**src/rtl/bpw_pkg.sv**
```systemverilog
package bpw_pkg;

    localparam int ADDR_W = 32;
    localparam int OFS_W  = 8;

    localparam logic [OFS_W-1:0] WIN0_OFS = 8'h80;
    localparam logic [OFS_W-1:0] WIN1_OFS = 8'h84;

    typedef enum logic [1:0] {
        ST_IDLE  = 2'd0,
        ST_WRITE = 2'd1,
        ST_READ  = 2'd2
    } bpw_state_e;

    typedef struct packed {
        logic [ADDR_W-1:0] value;
        logic [OFS_W-1:0]  ofs;
    } bpw_job_t;

    function automatic logic [OFS_W-1:0] win_offset(input logic sel);
        return sel ? WIN1_OFS : WIN0_OFS;
    endfunction

endpackage

```
**src/rtl/bpw_encode.sv**
```systemverilog
module bpw_encode
    import bpw_pkg::*;
#(
    parameter int               IDX_W      = 8,
    parameter int               PAGE_SHIFT = 12,
    parameter logic [ADDR_W-1:0] BASE      = 32'h1800_0000
) (
    input  logic [IDX_W-1:0]  idx,
    output logic [ADDR_W-1:0] addr
);
    always_comb begin
        addr = BASE + (ADDR_W'(idx) << PAGE_SHIFT);
    end
endmodule

```
**src/rtl/bpw_decode.sv**
```systemverilog
module bpw_decode
    import bpw_pkg::*;
#(
    parameter int               IDX_W      = 8,
    parameter int               PAGE_SHIFT = 12,
    parameter logic [ADDR_W-1:0] BASE      = 32'h1800_0000
) (
    input  logic [ADDR_W-1:0] addr,
    output logic [IDX_W-1:0]  idx,
    output logic              valid
);
    logic [ADDR_W-1:0] rel;
    logic [ADDR_W-1:0] page;
    logic              below;
    logic              unaligned;
    logic              too_far;

    always_comb begin
        below     = addr < BASE;
        rel       = addr - BASE;
        unaligned = |addr[PAGE_SHIFT-1:0];
        page      = rel >> PAGE_SHIFT;
        too_far   = |page[ADDR_W-1:IDX_W];
        valid     = !below && !unaligned && !too_far;
        idx       = valid ? page[IDX_W-1:0] : '0;
    end
endmodule

```
**src/rtl/bpw_seq.sv**
```systemverilog
module bpw_seq
    import bpw_pkg::*;
#(
    parameter int MAX_TRIES = 10
) (
    input  logic              clk,
    input  logic              rst,
    input  logic              start,
    input  bpw_job_t          job_in,
    output logic              busy,
    output logic              done,
    output logic              err,
    output logic              bus_req,
    output logic              bus_we,
    output logic [OFS_W-1:0]  bus_ofs,
    output logic [ADDR_W-1:0] bus_wdata,
    input  logic              bus_ack,
    input  logic [ADDR_W-1:0] bus_rdata
);
    localparam int TRY_W = $clog2(MAX_TRIES + 1);

    bpw_state_e       state;
    bpw_job_t         job;
    logic [TRY_W-1:0] tries;
    logic [TRY_W-1:0] tries_nx;

    assign tries_nx = tries + TRY_W'(1);

    always_ff @(posedge clk) begin
        if (rst) begin
            state <= ST_IDLE;
            job   <= '0;
            tries <= '0;
            done  <= 1'b0;
            err   <= 1'b0;
        end else begin
            done <= 1'b0;
            err  <= 1'b0;
            case (state)
                ST_IDLE: begin
                    if (start) begin
                        job   <= job_in;
                        tries <= '0;
                        state <= ST_WRITE;
                    end
                end
                ST_WRITE: begin
                    if (bus_ack) state <= ST_READ;
                end
                ST_READ: begin
                    if (bus_ack) begin
                        tries <= tries_nx;
                        if (bus_rdata == job.value) begin
                            done  <= 1'b1;
                            state <= ST_IDLE;
                        end else if (tries_nx == TRY_W'(MAX_TRIES)) begin
                            err   <= 1'b1;
                            state <= ST_IDLE;
                        end else begin
                            state <= ST_WRITE;
                        end
                    end
                end
                default: state <= ST_IDLE;
            endcase
        end
    end

    assign busy      = state != ST_IDLE;
    assign bus_req   = busy;
    assign bus_we    = state == ST_WRITE;
    assign bus_ofs   = job.ofs;
    assign bus_wdata = job.value;

    a_r5_done_pulse: assert property (@(posedge clk) disable iff (rst)
        done |=> !done);
    a_r6_err_pulse: assert property (@(posedge clk) disable iff (rst)
        err |=> !err);
    a_r6_not_both: assert property (@(posedge clk) disable iff (rst)
        !(done && err));
    a_r6_tries_bounded: assert property (@(posedge clk) disable iff (rst)
        tries <= TRY_W'(MAX_TRIES));
    a_r5_idle_after_finish: assert property (@(posedge clk) disable iff (rst)
        (done || err) |-> !bus_req);
    a_r3_read_follows_write: assert property (@(posedge clk) disable iff (rst)
        (bus_req && bus_we && bus_ack) |=> (bus_req && !bus_we));
    a_r7_target_held: assert property (@(posedge clk) disable iff (rst)
        busy |=> ($stable(bus_wdata) && $stable(bus_ofs)));
endmodule

```
**src/rtl/bp_window_mapper.sv**
```systemverilog
module bp_window_mapper
    import bpw_pkg::*;
#(
    parameter int                IDX_W      = 8,
    parameter int                MAX_TRIES  = 10,
    parameter int                PAGE_SHIFT = 12,
    parameter logic [ADDR_W-1:0] BASE       = 32'h1800_0000
) (
    input  logic              clk,
    input  logic              rst,
    input  logic              map_req,
    input  logic [IDX_W-1:0]  map_idx,
    input  logic              map_sel,
    output logic              busy,
    output logic              done,
    output logic              err,
    output logic              bus_req,
    output logic              bus_we,
    output logic [OFS_W-1:0]  bus_ofs,
    output logic [ADDR_W-1:0] bus_wdata,
    input  logic              bus_ack,
    input  logic [ADDR_W-1:0] bus_rdata,
    input  logic [ADDR_W-1:0] dec_addr,
    output logic [IDX_W-1:0]  dec_idx,
    output logic              dec_valid
);
    logic [ADDR_W-1:0] tgt_addr;
    bpw_job_t          job;

    bpw_encode #(.IDX_W(IDX_W), .PAGE_SHIFT(PAGE_SHIFT), .BASE(BASE)) u_enc (
        .idx  (map_idx),
        .addr (tgt_addr)
    );

    assign job.value = tgt_addr;
    assign job.ofs   = win_offset(map_sel);

    bpw_seq #(.MAX_TRIES(MAX_TRIES)) u_seq (
        .clk       (clk),
        .rst       (rst),
        .start     (map_req),
        .job_in    (job),
        .busy      (busy),
        .done      (done),
        .err       (err),
        .bus_req   (bus_req),
        .bus_we    (bus_we),
        .bus_ofs   (bus_ofs),
        .bus_wdata (bus_wdata),
        .bus_ack   (bus_ack),
        .bus_rdata (bus_rdata)
    );

    bpw_decode #(.IDX_W(IDX_W), .PAGE_SHIFT(PAGE_SHIFT), .BASE(BASE)) u_dec (
        .addr  (dec_addr),
        .idx   (dec_idx),
        .valid (dec_valid)
    );

    a_r2_offset_legal: assert property (@(posedge clk) disable iff (rst)
        bus_req |-> (bus_ofs == WIN0_OFS || bus_ofs == WIN1_OFS));
endmodule

```
**config.mk**
```make
export PLATFORM = sky130hd
export DESIGN_NAME = bp_window_mapper
export DESIGN_NICKNAME = d
export VERILOG_FILES = /design/src/rtl/bpw_pkg.sv /design/src/rtl/bpw_encode.sv /design/src/rtl/bpw_decode.sv /design/src/rtl/bpw_seq.sv /design/src/rtl/bp_window_mapper.sv
export SDC_FILE = /design/constraint.sdc
export NUM_CORES = 1
export LEC_CHECK = 0
export BUFFER_PORTS_ARGS = -buffer_cell sky130_fd_sc_hd__buf_4
export CORE_UTILIZATION = 36
export CTS_CLUSTER_DIAMETER = 40
export DETAILED_ROUTE_END_ITERATION = 8
export PLACE_DENSITY = 0.8
export SKIP_LAST_GASP = 1
export SLEW_MARGIN = 40
export SYNTH_ARGS = -nofsm -noshare
export SYNTH_HDL_FRONTEND = slang
export SYNTH_SLANG_ARGS = --single-unit
export TNS_END_PERCENT = 10
```
**constraint.sdc**
```tcl
create_clock -name clk -period 1.5 [get_ports clk]
set_input_delay 0 -clock clk [delete_from_list [all_inputs] [get_ports clk]]
set_output_delay 0 -clock clk [all_outputs]
set_load 0.01 [all_outputs]
```
Word level (Yosys, flattened, before mapping)
Index checks and enable logic that the tools add are counted.

Reductions and logical operators: 15. Equal/unequal tests: 7. Order comparisons: 1. Muxes and demuxes: 13. Divide/modulo/power cells: 0. Shifts and indexed selects: 0. Multiply operators: 0. Bitwise gates (word level): 2. $add $sub $neg: 3.

Operators by type and width (count): $eq A32 B32 Y1 (1); $lt A32 B29 Y1 const B (1); $sub A32 B29 Y32 const B (1); $add A29 B20 Y30 const A (1); $reduce_or A12 Y1 (2); $mux W2 (4); $mux W4 (2); $mux W8 (1); $pmux W4 S2 (1); $pmux W2 S3 (1); $reduce_and A3 Y1 (2); $add A4 B1 Y4 const B (1); $eq A4 B4 Y1 const B (1); $ne A2 B2 Y1 const B (2); $reduce_bool A2 Y1 (2); $reduce_or A4 Y1 (1); $logic_not A1 Y1 (3); $mux W1 (3); $mux W3 (1); $reduce_or A3 Y1 (1); $eq A2 B1 Y1 const B (1); $eq A2 B2 Y1 const B (1); $logic_and A1 B1 Y1 (2); $logic_not A2 Y1 (1); 3 further kinds (4).

Input port bits: 77. Bits in writable memories: 0. Latch bits: 0. Output and inout bits: 54. Logic and storage cells: 47. Memories: 0. Flip-flop bits (word level): 48. ROM bits: 0.

Longest topological paths before layout
Gate-level depths: netlist of the first run.

Depth in word-level cells: 6. Mapped depth: 5. Depth with buffers taken out: 5.

Hierarchy
From an unflattened synthesis of the first run, not the netlist that was laid out.

Cell total of the unflattened synthesis: 338. Area, all modules: 2655.0 um^2.

Modules (own cells, without submodules): bpw_seq (area each 2138.3 um^2, instances 1, cells an instance 270, seq. area each 960.9 um^2); bpw_decode (area each 261.5 um^2, instances 1, cells an instance 32, seq. area each 0.0 um^2); bpw_encode (area each 247.7 um^2, instances 1, cells an instance 34, seq. area each 0.0 um^2); bp_window_mapper (area each 7.5 um^2, instances 1, cells an instance 2, seq. area each 0.0 um^2).

Worst setup path after synthesis of the first run
Ideal clock, no wire load.

Path kind: reg-to-reg. From: register u_seq.state[0]. To: register u_seq.tries[3]. Library setup time: 0.071 ns. Path buffers: 1. Data arrival time: 1.208 ns. Required time: 1.429 ns. Slack: 0.222 ns. Cell stages (with the launch flop): 5. Period minus slack after synthesis: 1.278 ns. Path through: dfxtp_1 > buf_6 > nand3b_4 > or4b_1 > a21oi_1.

Word-level cells in the longest chain between the ends: 3. Elaborated cells between the ends (all ways): 7. Those cells by class: 3 x eq/ne; 1 x mux; 3 x reduce/logical.

RTL lines: start, declared (RTL line bpw_seq.sv:22) `bpw_state_e state;`; start signal, assigned (RTL line bpw_seq.sv:31) `state <= ST_IDLE;`; start signal, assigned (RTL line bpw_seq.sv:44) `state <= ST_WRITE;`; start signal, assigned (RTL line bpw_seq.sv:48) `if (bus_ack) state <= ST_READ;`; $eq A2 B2 Y1 or $logic_not A2 Y1 (tied branches) (RTL line bpw_seq.sv:39) `case (state)`; $ne A2 B2 Y1 (no line) or $reduce_bool A2 Y1 (tied branches); $reduce_and A3 Y1 (no line); end signal, assigned (RTL line bpw_seq.sv:52) `tries <= tries_nx;`; end, declared (RTL line bpw_seq.sv:24) `logic [TRY_W-1:0] tries;`.

Several ways; a longest one is shown, not always the timed one. A chain may end at the register's enable or synchronous reset.

Final worst setup path of the first run
From: register u_seq.job (netlist bit u_seq.bus_wdata[27]). To: register u_seq.done.

Word-level cells in the longest chain between the ends: 2.

RTL lines: start, declared (RTL line bpw_seq.sv:23) `bpw_job_t job;`; start signal, assigned (RTL line bpw_seq.sv:42) `job <= job_in;`; $eq A32 B32 Y1 (RTL line bpw_seq.sv:53) `if (bus_rdata == job.value) begin`; $mux W1 (RTL line bpw_seq.sv:53); end signal, assigned (RTL line bpw_seq.sv:34) `done <= 1'b0;`; end signal, assigned (RTL line bpw_seq.sv:37) `done <= 1'b0;`; end signal, assigned (RTL line bpw_seq.sv:54) `done <= 1'b1;`; end, declared (RTL line bpw_seq.sv:11) `output logic done,`.

No other way between the ends.

==> results of run 1 <==
layout by cell type, fill, tap and decap left out, drive strengths merged, types with 2 or more instances in the layout:
cell type    count
nor3b            3
ha               3
clkbuf           3
xor2             2
conb            28
nand3            2
o21ai            2
nand4            4
nor2b            3
o211ai           2
a21oi            4
dfxtp           18
nor2            20
inv              2
xnor2            9
and2             8
mux2i           10
nor3             3
nor4            11
buf            107
dlygate4sd3      9
critical path, delay by kind of cell (launching register included):
kind | cells | cell delay [ns]
AOI/OAI and AO/OA | 1 | 0.11
DFF | 1 | 0.42
and+or+nand+nor | 3 | 0.81
layout make-up:
cell class,count,share of cell area (%)
Clock buffer,3,1.05
Inverter,2,0.349
Multi-Input combinational cell,126,37.7
Sequential cell,18,16.7
Tap cell,46,2.67
Timing Repair Buffer,116,41.5
stage by stage:
step / power, mW / cells / hold WS, ns / TNS [ns]
finish: 1.18 / 311 / 0.00594 / 0
global placement: 0.920 / 297 / 0.231 / 0
CTS: 1.18 / 309 / 0.00162 / 0
floorplan: 0.765 / 181 / 0.144 / 0
global route: 1.25 / 311 / 0.00123 / -0.00339
detailed placement: 0.925 / 297 / 0.249 / 0
logic make-up after synthesis:
group	Yosys count	share of synthesized area [%]
AOI/OAI and AO/OA	12	5.90
xor gates and xnor gates	11	7.33
adders and majority gates	3	2.85
buffers and inverters	38	20.6
DFF	18	27.4
muxes	10	7.61
other	1	0.285
and+or+nand+nor	61	28.0
state kept, by name, indices dropped and copies added (netlist names):
register and cells:
u_seq.done 1, u_seq.err 1, u_seq.bus_wdata 9, u_seq.tries 4, u_seq.state 2, u_seq.bus_ofs 1
timing repair:
item                                    in CTS  in global routing
endpoints found under the setup margin       3                 10
endpoints found under the hold margin        9                  0
pin swaps                                    0                  2
hold buffers                                 9                  0
buffers inserted                             0                  1
gates resized for setup                      1                  1
gates cloned                                 0                  1
layer usage:
layer | track usage, % | routed length [microns] | vias to the layer above
met5 | 0 | 0 | -
met4 | 9.01 | 108 | 0
met3 | 4.56 | 320 | 9
met2 | 34.6 | 1860 | 82
met1 | 21.2 | 1430 | 606
li1 | - | - | 700
where the power goes:
part           total [mW]  switching, mW  internal [mW]
clock               0.238          0.145         0.0935
combinational       0.406          0.161          0.245
sequential          0.531         0.0292          0.502
path summary, 6_finish.rpt:
path | startpoint | to | slack, ns
setup / recovery | u_seq.bus_wdata[27] | u_seq.done | 0.11
hold reg to reg | u_seq.bus_ofs[2] | u_seq.bus_ofs[2] | 0.52
setup reg to reg | u_seq.bus_wdata[27] | u_seq.done | 0.11
hold / removal | bus_ack | u_seq.state[1] | 0.006
==> results.py, run 1 <==
metrics = {
    "finish": {
        "multiInputGateArea_sq_um": 812,
        "regArea_sq_um": 360,
        "diodes": 0,
        "areaGrowthSynthToFinish_pct": 63.7,
        "drive_gt1_share_pct": 44.5,
        "design_area_sq_mm": 0.00215,
        "fill_cells": 295,
        "fin_util_pct": 63.0,
        "nNetsFinal": 347,
    },
    "worst_setup_path": {
        "slowest_delay_ns": 0.42,
        "slowest_stage": "dfxtp_1",
        "path_class": "reg -> reg",
        "r2r_cells": 4,
        "worstPathArrival_ns": 1.61,
        "crit_chain": "and3_1, o211ai_1, nor4_2, nor3b_2",
        "worst_setup_path_end_kind": "register",
        "cp_max_fo": 6,
        "critPathRequiredTime_ns": 1.72,
        "crit_path_start_kind": "register",
    },
    "floorplan": {
        "num_rows": 21,
        "pin_count": 131,
        "die_height_microns": 62.4,
        "die_area_sq_mm": 0.00390,
        "start_util_pct": 38.5,
        "die_x_microns": 62.4,
        "core_sq_mm": 0.00342,
    },
    "yosys": {
        "yosysSeqAreaShare_pct": 27.4,
        "synth_area_leader_cell": "dfxtp_1",
        "synth.most_common_cell": "buf_4",
        "synthTopCellsByCount": "buf_4 (32), nor2_1 (20), dfxtp_1 (18)",
        "synth_ff_type": "dfxtp_1",
        "synth_area_per_cell_sq_um": 8.54,
        "yosys_warnings": 0,
        "synth-async-reset-ratio_pct": 0,
        "ys_seq_elements": 18,
        "synth_cell_types": 37,
        "synth_area_sq_mm": 0.00132,
        "synth-edff-count": 0,
        "synthTopCellsByArea": "dfxtp_1 (27%), buf_4 (18%), mux2i_1 (7.6%)",
        "synthCells": 154,
        "yosysTopAreaCellShare_pct": 27.4,
    },
    "sta": {
        "final_max_slew_viol_count": 0,
        "grt_setup_unrepaired": "yes",
        "min_period_ns": 1.39,
        "setup_slack_ns": 0.112,
        "skew_ns": 0.00995,
        "setup_violations": 0,
        "final_hold_viol_count": 0,
        "clock.fmax_mhz": 720,
        "finalCritPeriodShare_pct": 92.5,
    },
    "clock_network": {
        "cts_tree": "yes",
        "clk_latency_ns": 0.30,
        "clock-sinks": 18,
        "clockRootBuffer": "clkbuf_4",
        "cts_buffers": 3,
        "htreeDepth": 1,
        "cts_buffer_depth": 2,
        "clk_pin_slew_worst_paths_ns": 0.10,
    },
    "outcome": {
        "status": "complete, no violations",
    },
    "placed_design": {
        "dp_slack_ns": 0.00425,
        "io_buffers": 102,
        "placed_cell_area_sq_mm": 0.00201,
        "dp_hpwl_mm": 3.07,
        "gp_congestion": 0.803,
    },
    "grt": {
        "grt_overflow": 0,
        "grt_first_pass_wirelength_mm": 5.90,
        "grt_pass1_vias": 1312,
        "antenna_found_initial": 0,
        "track_usage_pct": 19.3,
        "grt_max_degree": 20,
    },
    "power_and_ir_drop": {
        "irDropWorstVdd_uv": 454,
        "powerDensity_mw_per_mm2": 546,
        "leakagePower_nw": 1.07,
    },
    "route": {
        "via_per_inst": 4.49,
        "antenna_left": 0,
        "drt_pass1_iterations": 4,
        "drt-initial-drc-count": 29,
        "wl_mm": 3.73,
        "wl_per_cell_microns": 12.0,
        "num_vias": 1397,
        "drcViolationCount": 0,
    },
    "job": {
        "maxCapViolCount": 0,
    },
    "hold_path": {
        "hold_path.class": "in -> reg",
        "min_path_cells": 3,
    },
}
Note: power is estimated with default switching activity, not from simulation.
==> inputs of run 2 (changes only) <==
--- a/config.mk
+++ b/config.mk
@@ -9,10 +9,10 @@
 export CORE_UTILIZATION = 36
 export CTS_CLUSTER_DIAMETER = 40
 export DETAILED_ROUTE_END_ITERATION = 8
-export PLACE_DENSITY = 0.8
+export PLACE_DENSITY = 0.92
 export SKIP_LAST_GASP = 1
 export SLEW_MARGIN = 40
 export SYNTH_ARGS = -nofsm -noshare
 export SYNTH_HDL_FRONTEND = slang
 export SYNTH_SLANG_ARGS = --single-unit
-export TNS_END_PERCENT = 10
+export TNS_END_PERCENT = 30
==> run 2 against run 1 <==
  * Sequential cell count unchanged
  * Via count rose by 0.93%
  * Power is 0.63% lower
  * Cell area down 1.3%
  * Sequential power is essentially flat
  * Setup slack improved by 0.025 ns
  * Final cell count down 0.64%
  * Critical path depth did not move
  * Largest power group unchanged
  * Highest routed layer unchanged
==> results.py, run 2 (synthesis gave the netlist of run 1 again) <==
metrics = {
    "worst_setup_path": {
        "critPathRequiredTime_ns": 1.72,
        "crit_path_end": "u_seq.done",
        "startpoint": "u_seq.bus_wdata[27]",
        "timing.rr.end": "u_seq.done",
        "cp_max_fo": 6,
        "slowest_delay_ns": 0.44,
        "worst_setup_path_end_kind": "register",
        "r2r_cells": 4,
        "slowest_stage": "dfxtp_1",
        "crit_chain": "and3_1, o211ai_1, nor4_2, nor3b_2",
        "crit_buf_inv": 0,
        "crit_family": "simple AND/OR/NAND/NOR gates",
        "worstPathArrival_ns": 1.58,
        "path_class": "reg -> reg",
        "crit_path_start_kind": "register",
        "crit_cells": 4,
        "reg2reg_from": "u_seq.bus_wdata[27]",
        "rrSetupSlack_ns": 0.14,
    },
    "outcome": {
        "status": "complete, no violations",
    },
    "route": {
        "num_vias": 1410,
        "antenna_left": 0,
        "wl_mm": 3.79,
        "drcViolationCount": 0,
        "drt_pass1_iterations": 4,
        "via_per_inst": 4.56,
        "wl_per_cell_microns": 12.3,
        "drt-initial-drc-count": 28,
    },
    "finish": {
        "nNetsFinal": 345,
        "largest_reg_flops": 9,
        "drive_gt1_share_pct": 44.1,
        "final_common_cell": "buf_4",
        "diodes": 0,
        "final_cell_mix": "buf_4 (106), conb_1 (28), nor2_1 (20), dfxtp_1 (17)",
        "areaGrowthSynthToFinish_pct": 61.6,
        "design_area_sq_mm": 0.00212,
    },
    "hold_path": {
        "hold_path.class": "in -> reg",
    },
    "sta": {
        "final_max_slew_viol_count": 0,
        "final_hold_viol_count": 0,
        "tns_ns": 0,
        "min_period_ns": 1.36,
        "clock.fmax_mhz": 734,
        "setup_violations": 0,
        "grt_setup_unrepaired": "no",
        "finalCritPeriodShare_pct": 90.9,
        "skew_ns": 0.00457,
    },
    "floorplan": {
        "start_util_pct": 38.5,
        "pin_count": 131,
        "num_rows": 21,
        "die_x_microns": 62.4,
        "die_height_microns": 62.4,
        "die_area_sq_mm": 0.00390,
        "core_sq_mm": 0.00342,
    },
    "power_and_ir_drop": {
        "p_clk_share_pct": 19.7,
        "irDropWorstVdd_uv": 422,
        "p_int_mw": 0.842,
        "powerDensity_mw_per_mm2": 550,
        "power.share.sequential_pct": 45.4,
        "leakagePower_nw": 1.06,
        "total_power_mw": 1.17,
        "p_comb_share_pct": 34.9,
        "switching_share_pct": 27.9,
        "switchingPower_mw": 0.326,
    },
    "job": {
        "maxCapViolCount": 0,
    },
    "placed_design": {
        "placed_cell_area_sq_mm": 0.00201,
        "dp_hpwl_mm": 3.05,
        "gp_congestion": 0.790,
        "io_buffers": 102,
    },
    "clock_network": {
        "post_cts_buffers": 0,
        "clockRootBuffer": "clkbuf_4",
        "cts_tree": "yes",
        "cts_buffer_depth": 2,
        "clk_latency_ns": 0.28,
        "htreeDepth": 1,
        "cts_buffers": 3,
        "clock-sinks": 18,
        "clk_pin_slew_worst_paths_ns": 0.10,
    },
    "grt": {
        "grt_first_pass_wirelength_mm": 5.83,
        "track_usage_pct": 18.4,
        "antenna_found_initial": 0,
        "grt_overflow": 0,
        "grt_pass1_vias": 1310,
        "grt_max_degree": 20,
    },
}
run 2: cell type report:
cell class              count  area, sq um
fillers                   306         1290
inverters                   2         7.51
flip-flops and latches     18          362
well taps                  46         57.6
repair buffers            115          886
clock buffers               3         22.5
multi-input cells         125          790
run 2: power groups by stage:
stage	Combinational, mW	Clock [mW]	Sequential [mW]
4_1_cts	0.408	0.234	0.530
3_3_place_gp	0.383	0	0.540
3_5_place_dp	0.388	0	0.541
6_report	0.407	0.230	0.531
2_1_floorplan	0.226	0	0.540
5_1_grt	0.443	0.247	0.535
run 2: worst min-delay path by stage:
stage	from	end	slack [ns]	cells past startpoint
6_report	bus_ack	u_seq.state[1]	0.03	3
5_1_grt	rst	u_seq.bus_wdata[12]	0.05	2
4_1_cts	rst	u_seq.tries[3]	0.03	2
3_5_place_dp	map_idx[3]	u_seq.bus_wdata[15]	0.24	3
3_3_place_gp	map_idx[3]	u_seq.bus_wdata[15]	0.23	3
2_1_floorplan	dec_addr[12]	dec_idx[0]	0.14	1
run 2: routing by layer:
metal | GRT usage, % | wire (microns) | up-vias
li1 | - | - | 693
met3 | 3.83 | 353 | 8
met2 | 34.9 | 1960 | 81
met1 | 20.1 | 1400 | 628
met4 | 5.81 | 68 | 0
met5 | 0 | 0 | -
run 2: metrics by stage:
step	std cells	setup slack, ns	hold WS, ns	util [%]
after floorplan	181	0.222	0.144	-
after global routing	309	0.0249	0.0471	62.2
final	309	0.137	0.0282	62.2
after detailed placement	297	0.146	0.243	58.9
after global placement	297	0.181	0.230	58.9
after CTS	309	0.108	0.0288	62.2
run 2: worst reg2reg max path, delay by kind of cell, from the launching register on:
kind	cells	cell delay (ns)
AOI/OAI and AO/OA	1	0.11
and+or+nand+nor	3	0.75
DFF	1	0.44
run 2: repair_timing:
item	4_1_cts	5_1_grt
endpoints found under the setup margin	0	1
gates resized for setup	0	1
endpoints found under the hold margin	9	0
hold buffers	9	0
